**src/rtl/gpio_pin_bank_pkg.sv**
```systemverilog
// Package: shared encodings for the pin bank.
// Assumes: single-bit encodings match the configuration register bits.
package gpio_pin_bank_pkg;

    typedef enum logic {
        PIN_OUTPUT = 1'b0,
        PIN_INPUT  = 1'b1
    } pin_dir_e;

    typedef enum logic {
        DRIVE_PUSHPULL  = 1'b0,
        DRIVE_OPENDRAIN = 1'b1
    } drive_mode_e;

    localparam int unsigned DEF_PORT_W    = 8;
    localparam int unsigned DEF_NUM_PORTS = 2;
    localparam int unsigned DEF_SYNC_LEN  = 2;

endpackage

```
**src/rtl/pb_sync.sv**
```systemverilog
// pb_sync: multi-bit chain of flops that brings asynchronous pad levels into
// the clock domain. Each bit is independent; no coherence across bits.
// Assumes: LEN >= 2, synchronous active-low reset clears every stage.
module pb_sync #(
    parameter int unsigned W   = 8,
    parameter int unsigned LEN = 2
) (
    input  logic         clk,
    input  logic         rst_n,
    input  logic [W-1:0] din,
    output logic [W-1:0] dout
);

    logic [W-1:0] stage [LEN];

    // Shift the pad levels one stage per clock.
    always_ff @(posedge clk) begin
        if (!rst_n) begin
            for (int i = 0; i < int'(LEN); i++) stage[i] <= '0;
        end else begin
            stage[0] <= din;
            for (int i = 1; i < int'(LEN); i++) stage[i] <= stage[i-1];
        end
    end

    assign dout = stage[LEN-1];

    AST_SYNC_FIRST_STAGE: assert property (@(posedge clk) disable iff (!rst_n)
        1'b1 |=> (stage[0] == $past(din)));

endmodule

```
**src/rtl/pb_drive.sv**
```systemverilog
// pb_drive: per-pin pad control and readback selection.
// Assumes: inputs are settled register or synchroniser outputs.
module pb_drive
    import gpio_pin_bank_pkg::*;
(
    input  logic en,
    input  logic dir,
    input  logic inv,
    input  logic od,
    input  logic lat,
    input  logic syn,
    output logic oe,
    output logic out,
    output logic rd
);

    pin_dir_e    dir_e;
    drive_mode_e mode_e;
    logic        level;

    assign dir_e  = pin_dir_e'(dir);
    assign mode_e = drive_mode_e'(od);
    assign level  = lat ^ inv;

    // Select pad drive from direction, drive mode and the polarity-corrected level.
    always_comb begin
        oe  = 1'b0;
        out = 1'b0;
        if (en && dir_e == PIN_OUTPUT) begin
            if (mode_e == DRIVE_PUSHPULL) begin
                oe  = 1'b1;
                out = level;
            end else begin
                oe  = ~level;
                out = 1'b0;
            end
        end
    end

    // Select readback: synchronised pad for inputs, latch for outputs.
    always_comb begin
        if (!en)                    rd = 1'b0;
        else if (dir_e == PIN_INPUT) rd = syn ^ inv;
        else                        rd = lat;
    end

endmodule

```
**src/rtl/pb_port.sv**
```systemverilog
// pb_port: one port of the bank. Holds the output data latch, the input
// synchroniser, and one pb_drive per pin.
// Assumes: configuration inputs come from a register file and change rarely.
module pb_port #(
    parameter int unsigned W        = 8,
    parameter int unsigned SYNC_LEN = 2
) (
    input  logic         clk,
    input  logic         rst_n,
    input  logic         en,
    input  logic [W-1:0] dir,
    input  logic [W-1:0] inv,
    input  logic [W-1:0] od,
    input  logic         we,
    input  logic [W-1:0] wdata,
    input  logic [W-1:0] pin_in,
    output logic [W-1:0] rd,
    output logic [W-1:0] oe,
    output logic [W-1:0] out
);

    logic [W-1:0] latch;
    logic [W-1:0] synced;

    // Load the whole port byte when strobed while the port is enabled.
    always_ff @(posedge clk) begin
        if (!rst_n)         latch <= '0;
        else if (we && en)  latch <= wdata;
    end

    pb_sync #(.W(W), .LEN(SYNC_LEN)) u_sync (
        .clk   (clk),
        .rst_n (rst_n),
        .din   (pin_in),
        .dout  (synced)
    );

    for (genvar b = 0; b < int'(W); b++) begin : g_pin
        pb_drive u_drive (
            .en  (en),
            .dir (dir[b]),
            .inv (inv[b]),
            .od  (od[b]),
            .lat (latch[b]),
            .syn (synced[b]),
            .oe  (oe[b]),
            .out (out[b]),
            .rd  (rd[b])
        );
    end

    AST_WRITE_LANDS: assert property (@(posedge clk) disable iff (!rst_n)
        (we && en) |=> (latch == $past(wdata)));
    AST_WRITE_IGNORED_OFF: assert property (@(posedge clk) disable iff (!rst_n)
        (!we || !en) |=> $stable(latch));
    AST_OFF_RELEASED: assert property (@(posedge clk) disable iff (!rst_n)
        (!en) |-> (oe == '0 && out == '0 && rd == '0));
    AST_INPUT_NO_DRIVE: assert property (@(posedge clk) disable iff (!rst_n)
        ((oe & dir) == '0));
    AST_OD_NEVER_HIGH: assert property (@(posedge clk) disable iff (!rst_n)
        ((out & od) == '0));
    AST_OUT_READS_LATCH: assert property (@(posedge clk) disable iff (!rst_n)
        en |-> ((rd & ~dir) == (latch & ~dir)));

endmodule

```
**src/rtl/gpio_pin_bank.sv**
```systemverilog
// gpio_pin_bank: bank of NUM_PORTS ports of PORT_W pins each.
// Pin p sits in port p/PORT_W at bit p%PORT_W; flattened buses index by pin.
// Assumes: pad_in is asynchronous; all other inputs are in the clk domain.
module gpio_pin_bank
    import gpio_pin_bank_pkg::*;
#(
    parameter int unsigned PORT_W    = DEF_PORT_W,
    parameter int unsigned NUM_PORTS = DEF_NUM_PORTS,
    parameter int unsigned SYNC_LEN  = DEF_SYNC_LEN,
    localparam int unsigned PINS     = PORT_W * NUM_PORTS
) (
    input  logic                 clk,
    input  logic                 rst_n,
    input  logic [NUM_PORTS-1:0] port_en,
    input  logic [PINS-1:0]      cfg_dir,
    input  logic [PINS-1:0]      cfg_inv,
    input  logic [PINS-1:0]      cfg_od,
    input  logic [NUM_PORTS-1:0] dat_we,
    input  logic [PORT_W-1:0]    dat_wdata,
    input  logic [PINS-1:0]      pad_in,
    output logic [PINS-1:0]      rd_data,
    output logic [PINS-1:0]      pad_oe,
    output logic [PINS-1:0]      pad_out
);

    for (genvar k = 0; k < int'(NUM_PORTS); k++) begin : g_port
        pb_port #(.W(PORT_W), .SYNC_LEN(SYNC_LEN)) u_port (
            .clk    (clk),
            .rst_n  (rst_n),
            .en     (port_en[k]),
            .dir    (cfg_dir[k*PORT_W +: PORT_W]),
            .inv    (cfg_inv[k*PORT_W +: PORT_W]),
            .od     (cfg_od[k*PORT_W +: PORT_W]),
            .we     (dat_we[k]),
            .wdata  (dat_wdata),
            .pin_in (pad_in[k*PORT_W +: PORT_W]),
            .rd     (rd_data[k*PORT_W +: PORT_W]),
            .oe     (pad_oe[k*PORT_W +: PORT_W]),
            .out    (pad_out[k*PORT_W +: PORT_W])
        );
    end

    AST_PP_DRIVES: assert property (@(posedge clk) disable iff (!rst_n)
        ((pad_oe | cfg_dir | cfg_od) == {PINS{1'b1}}) || (port_en != {NUM_PORTS{1'b1}}));

endmodule

```
**config.mk**
```make
export PLATFORM = sky130hd
export DESIGN_NAME = gpio_pin_bank
export DESIGN_NICKNAME = d
export VERILOG_FILES = /design/src/rtl/gpio_pin_bank_pkg.sv /design/src/rtl/pb_sync.sv /design/src/rtl/pb_drive.sv /design/src/rtl/pb_port.sv /design/src/rtl/gpio_pin_bank.sv
export SDC_FILE = /design/constraint.sdc
export NUM_CORES = 1
export LEC_CHECK = 0
export ABC_AREA = 1
export ABC_CLOCK_PERIOD_IN_PS = 1000
export BUFFER_PORTS_ARGS = -buffer_cell sky130_fd_sc_hd__buf_2
export CAP_MARGIN = 0
export CORE_ASPECT_RATIO = 1.5
export CORE_MARGIN = 4
export CORE_UTILIZATION = 40
export CTS_CLUSTER_SIZE = 30
export DETAILED_ROUTE_END_ITERATION = 8
export MAX_ROUTING_LAYER = met4
export PLACE_DENSITY = 0.71
export SETUP_SLACK_MARGIN = 0.3
export SLEW_MARGIN = 20
export SYNTH_ARGS = -nofsm -noshare
export SYNTH_HDL_FRONTEND = slang
export SYNTH_HIERARCHICAL = 1
export SYNTH_SLANG_ARGS = --single-unit
```
**constraint.sdc**
```tcl
create_clock -name clk -period 1 [get_ports clk]
set_input_delay 0.2 -clock clk [delete_from_list [all_inputs] [get_ports clk]]
set_output_delay 0.2 -clock clk [all_outputs]
set_load 0.03 [all_outputs]
```
==> reports/results.tsv, run 1 <==
metric	value	unit
Slew Limit Headroom	80.99	%
RSZ-0062 raised after global routing	true	
Initial Utilization	40.79	%
Num CTS Buffers	5	
Filler cells	653	
Total Power	0.005353	W
Max Transition Viols Final	0	
post-synth top area cell	dfxtp_1	
Die Y	115.6	um
via/cell ratio	4.270	
global route total overflow	0	
# IOs	126	
vias in the first global route	3169	
global-route wire length before repair	12770	um
Hold Crit Depth	3	
placer congestion estimate	0.7877	
r2r worst-path depth	5	
final WL	7686	um
Pre-antenna DRT Iters	5	
Final #Nets	730	
Fmax	791.7	MHz
most instantiated library cell after synthesis	nand2_1	
peak supply drop	0.9004	mV
Clock Path Buffers	2	
Final setup viols	48	
average size of a mapped cell	5.911	um2
actual slew at the worst max-slew pin	0.2851	ns
crit path launch type	register	
Ant. Diodes	0	
FP Rows	39	
number of synthesized register bits	48	
Crit Path Max Fanout	4	
Post-DP HPWL	5690	um
Distinct cells, synth	12	
die area	9212	um2
average wire per standard cell	10.18	um
cells after synthesis	522	
share of the synthesized area in the top cell type	31.14	%
Clock Latency Late Sink	0.28	ns
setup ws final	-0.2631	ns
share of cells above drive strength 1	54.52	%
Sink Count	48	
fin crit share	126.3	%
status	finished with violations	
Sum Neg Setup Slack	-10.95	ns
Antenna Nets Post-Route	0	
EDFF count, synth	0	
DR DRC count	0	
CORE AREA	7564	um2
yosys synthesis warning count	6	
largest net degree at the start of global routing	27	
max cap viols	0	
IO Port Bufs	125	
synth cell count leaders	nand2_1, inv_1, nor2_1	
critical path class	register to output port	
WP data required	0.80	ns
crit end category	output port	
Hold Path Class	input port to register	
failing checks	negative setup slack	
CP arrival	1.06	ns
Mapped Area	3085	um2
LEAKAGE	2.791	nW
Async SR Flop Fraction	0	%
post-layout min period	1.263	ns
syn nets	600	
CTS tree	done	
area grow syn2layout	56.57	%
Die Wd	79.71	um
predominant post-synthesis flop cell	dfxtp_1	
clk root buf	clkbuf_16	
initial antenna violation count	0	
Total GRT Usage	17.43	%
Final Hold Vio Count	0	
sequential-to-total area share from yosys stat	31.14	%
synth top area cells	dfxtp_1, nand2_1, inv_1, nor2_1, nand3_1	
Util after Layout	63.87	%
routed vias	3224	
Worst Skew	0.0008276	ns
PwrDens	1108	nW/um2
H-tree Lvls	2	
clk slew on worst S/H paths	0.06	ns
DR iter-0 viols	72	
==> final cells by class <==
type                       instances  area [um2]  area share [%]
clock buffer                       5       125.1           2.590
clock inverter                     3       18.77          0.3885
inverter                         144       558.0           11.55
tap                              102       127.6           2.642
multi-input combinational        306        1852           38.33
sequential                        48        1037           21.47
timing repair buffer             147        1112           23.03
==> flip-flops by register name (all words and copies together) (netlist names) <==
name / count
g_port.u_port/u_sync/stage: 32
g_port.u_port/latch: 16
==> power by group <==
part | internal [W] | leakage [nW] | switching (W)
Clock | 0.000921 | 0.0736 | 0.000689
Sequential | 0.00201 | 0.413 | 0.000110
Combinational | 0.000684 | 2.30 | 0.000939
==> worst max-delay path: stages, from the launching register on <==
cell     delay, ns
dfxtp_4       0.39
nor2_2        0.04
nor2_1        0.10
nand2_1       0.08
inv_2         0.06
buf_6         0.12
==> through the flow <==
stage | instances | instance area (um2) | setup WS, ns | hold slack [ns]
after floorplan | 522 | 3386 | 0.1029 | 0.2920
after global placement | 746 | 4074 | -0.2626 | 0.3870
after detailed placement | 746 | 4074 | -0.2963 | 0.3845
after CTS | 755 | 4755 | -0.2464 | 0.09253
after global routing | 755 | 4831 | -0.3126 | 0.1019
final | 755 | 4831 | -0.2631 | 0.09881
==> repair_timing <==
| action | CTS | global route |
|---|---|---|
| setup endpoints to repair | 64 | 61 |
| pin swaps | 52 | 15 |
| gates resized for setup | 167 | 28 |
| hold buffers | 0 | 0 |
| buffers inserted | 1 | 0 |
==> cells in the final DEF (no fill, tap or decap), types with 19 or more instances in the layout <==
cell type / instances
buf_6: 49
nor2_1: 57
nand2_2: 34
buf_4: 22
dfxtp_1: 19
nand2_4: 32
nor2_2: 23
inv_2: 44
inv_1: 93
buf_2: 75
nand2_1: 112
==> cell families (layout without fill, tap and decap cells) <==
group	count (synthesis)	after routing	share of synthesized area (%)
flip-flops	48	48	31.14
buffers and inverters	168	299	25.14
AND/OR/NAND/NOR	290	290	39.17
AO/OA/AOI/OAI	16	16	4.542
==> worst paths after layout <==
kind,from,endpoint,slack (ns)
worst min-delay path,pad_in[5],g_port[0].u_port/u_sync/stage[0][5]$_SDFF_PN0_,0.1
worst max register to register,g_port[1].u_port/latch[7]$_SDFFE_PN0P_,g_port[1].u_port/latch[7]$_SDFFE_PN0P_,0.25
worst min register to register,g_port[0].u_port/u_sync/stage[0][6]$_SDFF_PN0_,g_port[0].u_port/u_sync/stage[0][14]$_SDFF_PN0_,0.40
worst max-delay path,g_port[1].u_port/latch[3]$_SDFFE_PN0P_,rd_data[11],-0.26
==> layer usage <==
layer	global-route usage, %	wire length [um]	vias to the layer above
met5	-	0	-
met4	5.046	165	0
met3	2.411	330	14
met2	34.47	4294	82
met1	17.23	2896	1417
li1	-	-	1711
(Power assumes the default switching activity.)
==> inputs of run 2 (changes only) <==
Settings changed: SYNTH_HIERARCHICAL 1 to not set.
==> run 2 against run 1 <==
  * Global-route usage is 1.1 points lower
  * Clock skew rose by 0.0025 ns
  * The run still ends with negative setup slack left
  * Flip-flop and latch count is the same
==> reports/results.tsv, run 2 <==
metric	value	unit
Initial Utilization	40.83	%
Final Hold Vio Count	0	
H-tree Lvls	2	
synth top area cells	dfxtp_1, nand2_1, inv_1, buf_4, nor2_1	
Final setup viols	48	
synth cell count leaders	nand2_1, inv_1, nor2_1	
Post-DP HPWL	5419	um
Util after Layout	58.58	%
fin crit share	127.7	%
Antenna Nets Post-Route	0	
CORE AREA	7564	um2
Fmax	783.0	MHz
initial antenna violation count	0	
Sink Count	48	
worst path bufs/invs	2	
Crit Path Max Fanout	4	
Worst R2R Setup Slack	0.19	ns
worst r2r src	g_port[1].u_port.latch[7]$_SDFFE_PN0P_	
Final #Nets	677	
commonest non-fill, non-tap cell in the layout	nand2_1	
failing checks	negative setup slack	
pre-CTS setup slack	-0.1563	ns
Max Transition Viols Final	0	
largest net degree at the start of global routing	37	
post-layout min period	1.277	ns
status	finished with violations	
FP Rows	39	
setup ws final	-0.2771	ns
Biggest register	g_port.u_port.u_sync.stage	
Pre-antenna DRT Iters	4	
Clock Path Buffers	2	
most instantiated library cell after synthesis	nand2_1	
WP data required	0.80	ns
Clock Latency Late Sink	0.28	ns
CP top delay family	flip-flops	
Hold Path Class	input port to register	
clk root buf	clkbuf_16	
Distinct cells, synth	16	
Async SR Flop Fraction	0	%
final WL	7824	um
Die Wd	79.74	um
max cap viols	0	
crit end category	output port	
average size of a mapped cell	6.043	um2
worst hold slack	0.09896	ns
biggest regs	g_port.u_port.u_sync.stage (32), g_port.u_port.latch (16)	
CTS tree	done	
Total GRT Usage	16.33	%
routed vias	3124	
LEAKAGE	2.421	nW
placer congestion estimate	0.7859	
WP depth	5	
# IOs	126	
Die Y	115.6	um
area grow syn2layout	43.48	%
Placed Area	3476	um2
Worst Skew	0.003297	ns
r2r worst-path depth	4	
PwrDens	1179	nW/um2
Slowest cell on crit path	dfxtp_4	
predominant post-synthesis flop cell	dfxtp_1	
# hold bufs at CTS	0	
max reg flops	32	
DR DRC count	0	
via/cell ratio	4.450	
clk slew on worst S/H paths	0.06	ns
number of synthesized register bits	48	
global route total overflow	0	
vias in the first global route	3053	
CP cell instances	inv_2 > nand2_4 > nand3_2 > nand2_2 > buf_6	
post-synth top area cell	dfxtp_1	
Crit path largest cell delay	0.37	ns
Hold Crit Depth	3	
Slew Limit Headroom	84.80	%
crit path launch	g_port[1].u_port.latch[3]$_SDFFE_PN0P_	
commonest non-fill, non-tap cells in the layout	nand2_1, inv_1, buf_2, buf_6	
CP arrival	1.08	ns
IO Port Bufs	125	
crit path launch type	register	
average wire per standard cell	11.15	um
die area	9219	um2
global-route wire length before repair	11940	um
critical path class	register to output port	
sequential-to-total area share from yosys stat	31.12	%
Post-Layout Inst Area	4431	um2
syn nets	589	
share of cells above drive strength 1	52.17	%
EDFF count, synth	0	
Ant. Diodes	0	
cells after synthesis	511	
DR iter-0 viols	85	
Num CTS Buffers	5	
yosys synthesis warning count	0	
RSZ-0062 raised after global routing	true	
share of the synthesized area in the top cell type	31.12	%
actual slew at the worst max-slew pin	0.2272	ns
FF-to-FF End	g_port[1].u_port.latch[7]$_SDFFE_PN0P_	
Sum Neg Setup Slack	-10.91	ns
CP endpoint	pad_oe[11]	
peak supply drop	0.8132	mV
Mapped Area	3088	um2
## run 2: worst min-delay path by stage
stage / from / to / slack [ns]
6_report: pad_in[3] / g_port[0].u_port.u_sync.stage[0][3]$_SDFF_PN0_ / 0.1
4_1_cts: pad_in[3] / g_port[0].u_port.u_sync.stage[0][3]$_SDFF_PN0_ / 0.09
2_1_floorplan: pad_in[0] / g_port[0].u_port.u_sync.stage[0][0]$_SDFF_PN0_ / 0.30
5_1_grt: pad_in[2] / g_port[0].u_port.u_sync.stage[0][2]$_SDFF_PN0_ / 0.1
3_3_place_gp: pad_in[3] / g_port[0].u_port.u_sync.stage[0][3]$_SDFF_PN0_ / 0.38
3_5_place_dp: pad_in[14] / g_port[1].u_port.u_sync.stage[0][6]$_SDFF_PN0_ / 0.39
## run 2: worst min-delay path: stages
cell and delay [ns]:
buf_2 0.07, nand2_1 0.04, inv_1 0.04
## run 2: cells by family (layout without fill, tap and decap cells)
logic type	after synthesis	after routing	synth area share, %
and+or+nand+nor	242	242	32.01
buffers and inverters	173	262	28.61
DFF	48	48	31.12
AOI/OAI and AO/OA	48	48	8.266
## run 2: routing by layer
layer / up-vias / GRT usage [%] / wire length (um)
met5: - / - / 0
met2: 85 / 32.57 / 4541
met4: 0 / 5.299 / 165
li1: 1629 / - / -
met3: 14 / 2.333 / 301
met1: 1396 / 15.68 / 2815
## run 2: layout make-up
cell class	count	area [um2]
Fill cell	703	3133
Sequential cell	48	1035
Multi-Input combinational cell	290	1595
Clock inverter	1	7.507
Inverter	114	437.9
Tap cell	102	127.6
Clock buffer	7	142.6
Timing Repair Buffer	140	1085
## run 2: power breakdown
group          switching (W)  leakage [nW]  internal, W
Combinational       0.000852          1.94     0.000631
Sequential         0.0000874         0.412      0.00201
Clock               0.000649        0.0701     0.000995
Total                0.00159          2.42      0.00364
## run 2: stage by stage
| step | instances | total power (W) |
|---|---|---|
| 6_report | 702 | 0.005225 |
| 5_1_grt | 702 | 0.005517 |
| 4_1_cts | 699 | 0.005151 |
| 3_5_place_dp | 688 | 0.003234 |
| 3_3_place_gp | 688 | 0.003206 |
| 2_1_floorplan | 511 | 0.003085 |
## run 2: repair_timing
item | 4_1_cts | 5_1_grt
endpoints found under the setup margin | 64 | 64
setup buffers | 3 | 3
pin swaps | 79 | 39
resized for setup | 192 | 95
==> inputs of run 3 (changes only) <==
--- a/config.mk
+++ b/config.mk
@@ -9,3 +9,2 @@
 export ABC_CLOCK_PERIOD_IN_PS = 1000
-export BUFFER_PORTS_ARGS = -buffer_cell sky130_fd_sc_hd__buf_2
 export CAP_MARGIN = 0
@@ -16,4 +15,6 @@
 export DETAILED_ROUTE_END_ITERATION = 8
+export DONT_BUFFER_PORTS = 1
+export GPL_TIMING_DRIVEN = 1
 export MAX_ROUTING_LAYER = met4
-export PLACE_DENSITY = 0.71
+export PLACE_DENSITY = 0.57
 export SETUP_SLACK_MARGIN = 0.3
--- a/constraint.sdc
+++ b/constraint.sdc
@@ -3,2 +3,2 @@
 set_output_delay 0.2 -clock clk [all_outputs]
-set_load 0.03 [all_outputs]
+set_load 0.01 [all_outputs]
==> run 3 against run 2 <==
  * Hold slack got worse by 0.086 ns
  * The run still ends with negative setup slack left
  * Flip-flop and latch count did not move
  * Power shrank 9.5%
  * Register-to-register slack improved by 0.07 ns
  * Non-clock buffer count decreased by 138
  * Die area is the same
  * Combinational power down 47%
  * Highest routed layer unchanged
  * Count of clock-buffer cells in the layout decreased by 1
==> reports/results.tsv, run 3 (same netlist as run 2, synthesis figures left out) <==
metric	value	unit
Hold Path Class	input port to register	
global route total overflow	0	
via/cell ratio	4.691	
crit path launch type	register	
Worst R2R Setup Slack	0.26	ns
Fmax	853.5	MHz
PwrDens	1346	nW/um2
max reg flops	32	
post-layout min period	1.172	ns
# IOs	126	
placer congestion estimate	0.7535	
hold path start	pad_in[9]	
LEAKAGE	1.798	nW
commonest non-fill, non-tap cell in the layout	nand2_1	
Sink Count	48	
FF-to-FF End	g_port[0].u_port.latch[5]$_SDFFE_PN0P_	
critical path class	register to output port	
largest net degree at the start of global routing	48	
status	finished with violations	
worst r2r src	g_port[0].u_port.latch[5]$_SDFFE_PN0P_	
biggest regs	g_port.u_port.u_sync.stage (32), g_port.u_port.latch (16)	
hold endpoint	g_port[1].u_port.u_sync.stage[0][1]$_SDFF_PN0_	
Hold Crit Depth	2	
RSZ-0062 raised after global routing	true	
Post-DP HPWL	5002	um
Ant. Diodes	0	
failing checks	negative setup slack	
Die Y	115.6	um
Biggest register	g_port.u_port.u_sync.stage	
Max Transition Viols Final	0	
crit end category	output port	
Final setup viols	48	
peak supply drop	1.044	mV
Num CTS Buffers	5	
Final Hold Vio Count	0	
average wire per standard cell	12.49	um
DR DRC count	0	
CORE AREA	7564	um2
Total Power	0.004729	W
Clock Path Buffers	2	
Final #Nets	539	
max cap viols	0	
Slew Limit Headroom	83.92	%
initial antenna violation count	0	
fin crit share	117.2	%
setup ws final	-0.1716	ns
clk slew on worst S/H paths	0.06	ns
CP arrival	0.97	ns
share of cells above drive strength 1	35.28	%
DR iter-0 viols	73	
die area	9219	um2
Crit Path Max Fanout	4	
Pre-antenna DRT Iters	4	
Clock Latency Late Sink	0.28	ns
Worst Skew	0.0008512	ns
FP Rows	39	
IO Port Bufs	0	
routed vias	2646	
Antenna Nets Post-Route	0	
Total GRT Usage	15.34	%
WP data required	0.80	ns
r2r worst-path depth	3	
Initial Utilization	40.83	%
clk root buf	clkbuf_16	
Util after Layout	46.44	%
H-tree Lvls	2	
final WL	7045	um
vias in the first global route	2556	
Die Wd	79.74	um
commonest non-fill, non-tap cells in the layout	nand2_1, inv_1, nor2_1, inv_2, nand2_2	
actual slew at the worst max-slew pin	0.2387	ns
global-route wire length before repair	10940	um
CTS tree	done	
area grow syn2layout	13.74	%
run 3: changes by cell type in the layout (fill, tap and decap cells not counted), moves of 8 or more:
cell     before  now
o21ai_1       8    0
buf_2        77    0
a21oi_4       2   14
nand2_2      52   32
buf_6        57    1
nand2_4       5   19
dfxtp_2      14    5
o21ai_0       8   16
dfxtp_1      19   27
a21oi_2      19    4
run 3: how the worst max path moves through the flow:
| stage | startpoint | to | slack, ns | cells after the start |
|---|---|---|---|---|
| after floorplan | port_en[0] | pad_out[2] | -0.006 | 7 |
| after CTS | g_port[1].u_port.latch[1]$_SDFFE_PN0P_ | pad_oe[9] | -0.17 | 4 |
| after global placement | g_port[1].u_port.latch[7]$_SDFFE_PN0P_ | pad_out[15] | 0.06 | 2 |
| after global routing | g_port[1].u_port.latch[2]$_SDFFE_PN0P_ | pad_oe[10] | -0.22 | 4 |
| after detailed placement | g_port[0].u_port.latch[3]$_SDFFE_PN0P_ | pad_oe[3] | 0.06 | 4 |
| final | g_port[1].u_port.latch[4]$_SDFFE_PN0P_ | rd_data[12] | -0.17 | 4 |
run 3: cell type report:
class	count	area [um2]
clock buffer	6	128.9
clock inverter	2	35.03
fill	781	4051
inverter	114	437.9
multi-input combinational	290	1732
sequential	48	1027
tap	102	127.6
timing repair buffer	2	23.77
run 3: critical path, stage by stage (launching register included):
cell     delay (ns)
dfxtp_4        0.39
nor2_2         0.04
nor2_1         0.11
nand2_1        0.07
inv_2          0.07
run 3: stage by stage:
| stage | setup TNS, ns | std cells | hold slack, ns | cell area (um2) | setup slack (ns) |
|---|---|---|---|---|---|
| after floorplan | -0.02233 | 511 | 0.2976 | 3105 | -0.005584 |
| after global placement | 0 | 554 | 0.2994 | 2770 | 0.05613 |
| after detailed placement | 0 | 554 | 0.3005 | 2770 | 0.06181 |
| after CTS | -6.840 | 564 | 0.0002211 | 3293 | -0.1658 |
| after global routing | -8.706 | 564 | 0.009740 | 3512 | -0.2194 |
| final | -6.113 | 564 | 0.01318 | 3512 | -0.1716 |
run 3: what timing repair did:
action | in CTS | in global routing
gates resized for setup | 142 | 52
pin swaps | 57 | 49
hold buffers | 1 | 0
endpoints found under the setup margin | 48 | 52
setup buffers | 1 | 0
hold endpoints to repair | 2 | 0
run 3: where the power goes:
part / internal (W) / switching (W)
clock: 0.00118 / 0.000674
sequential: 0.00201 / 0.0000926
combinational: 0.000294 / 0.000487
run 3: layer usage:
metal,up-vias,share of wire [%],GRT usage (%)
li1,1356,-,-
met1,1191,34,14.92
met2,91,56,28.33
met3,8,8.8,5.365
met4,0,1.3,4.510
met5,-,0,-
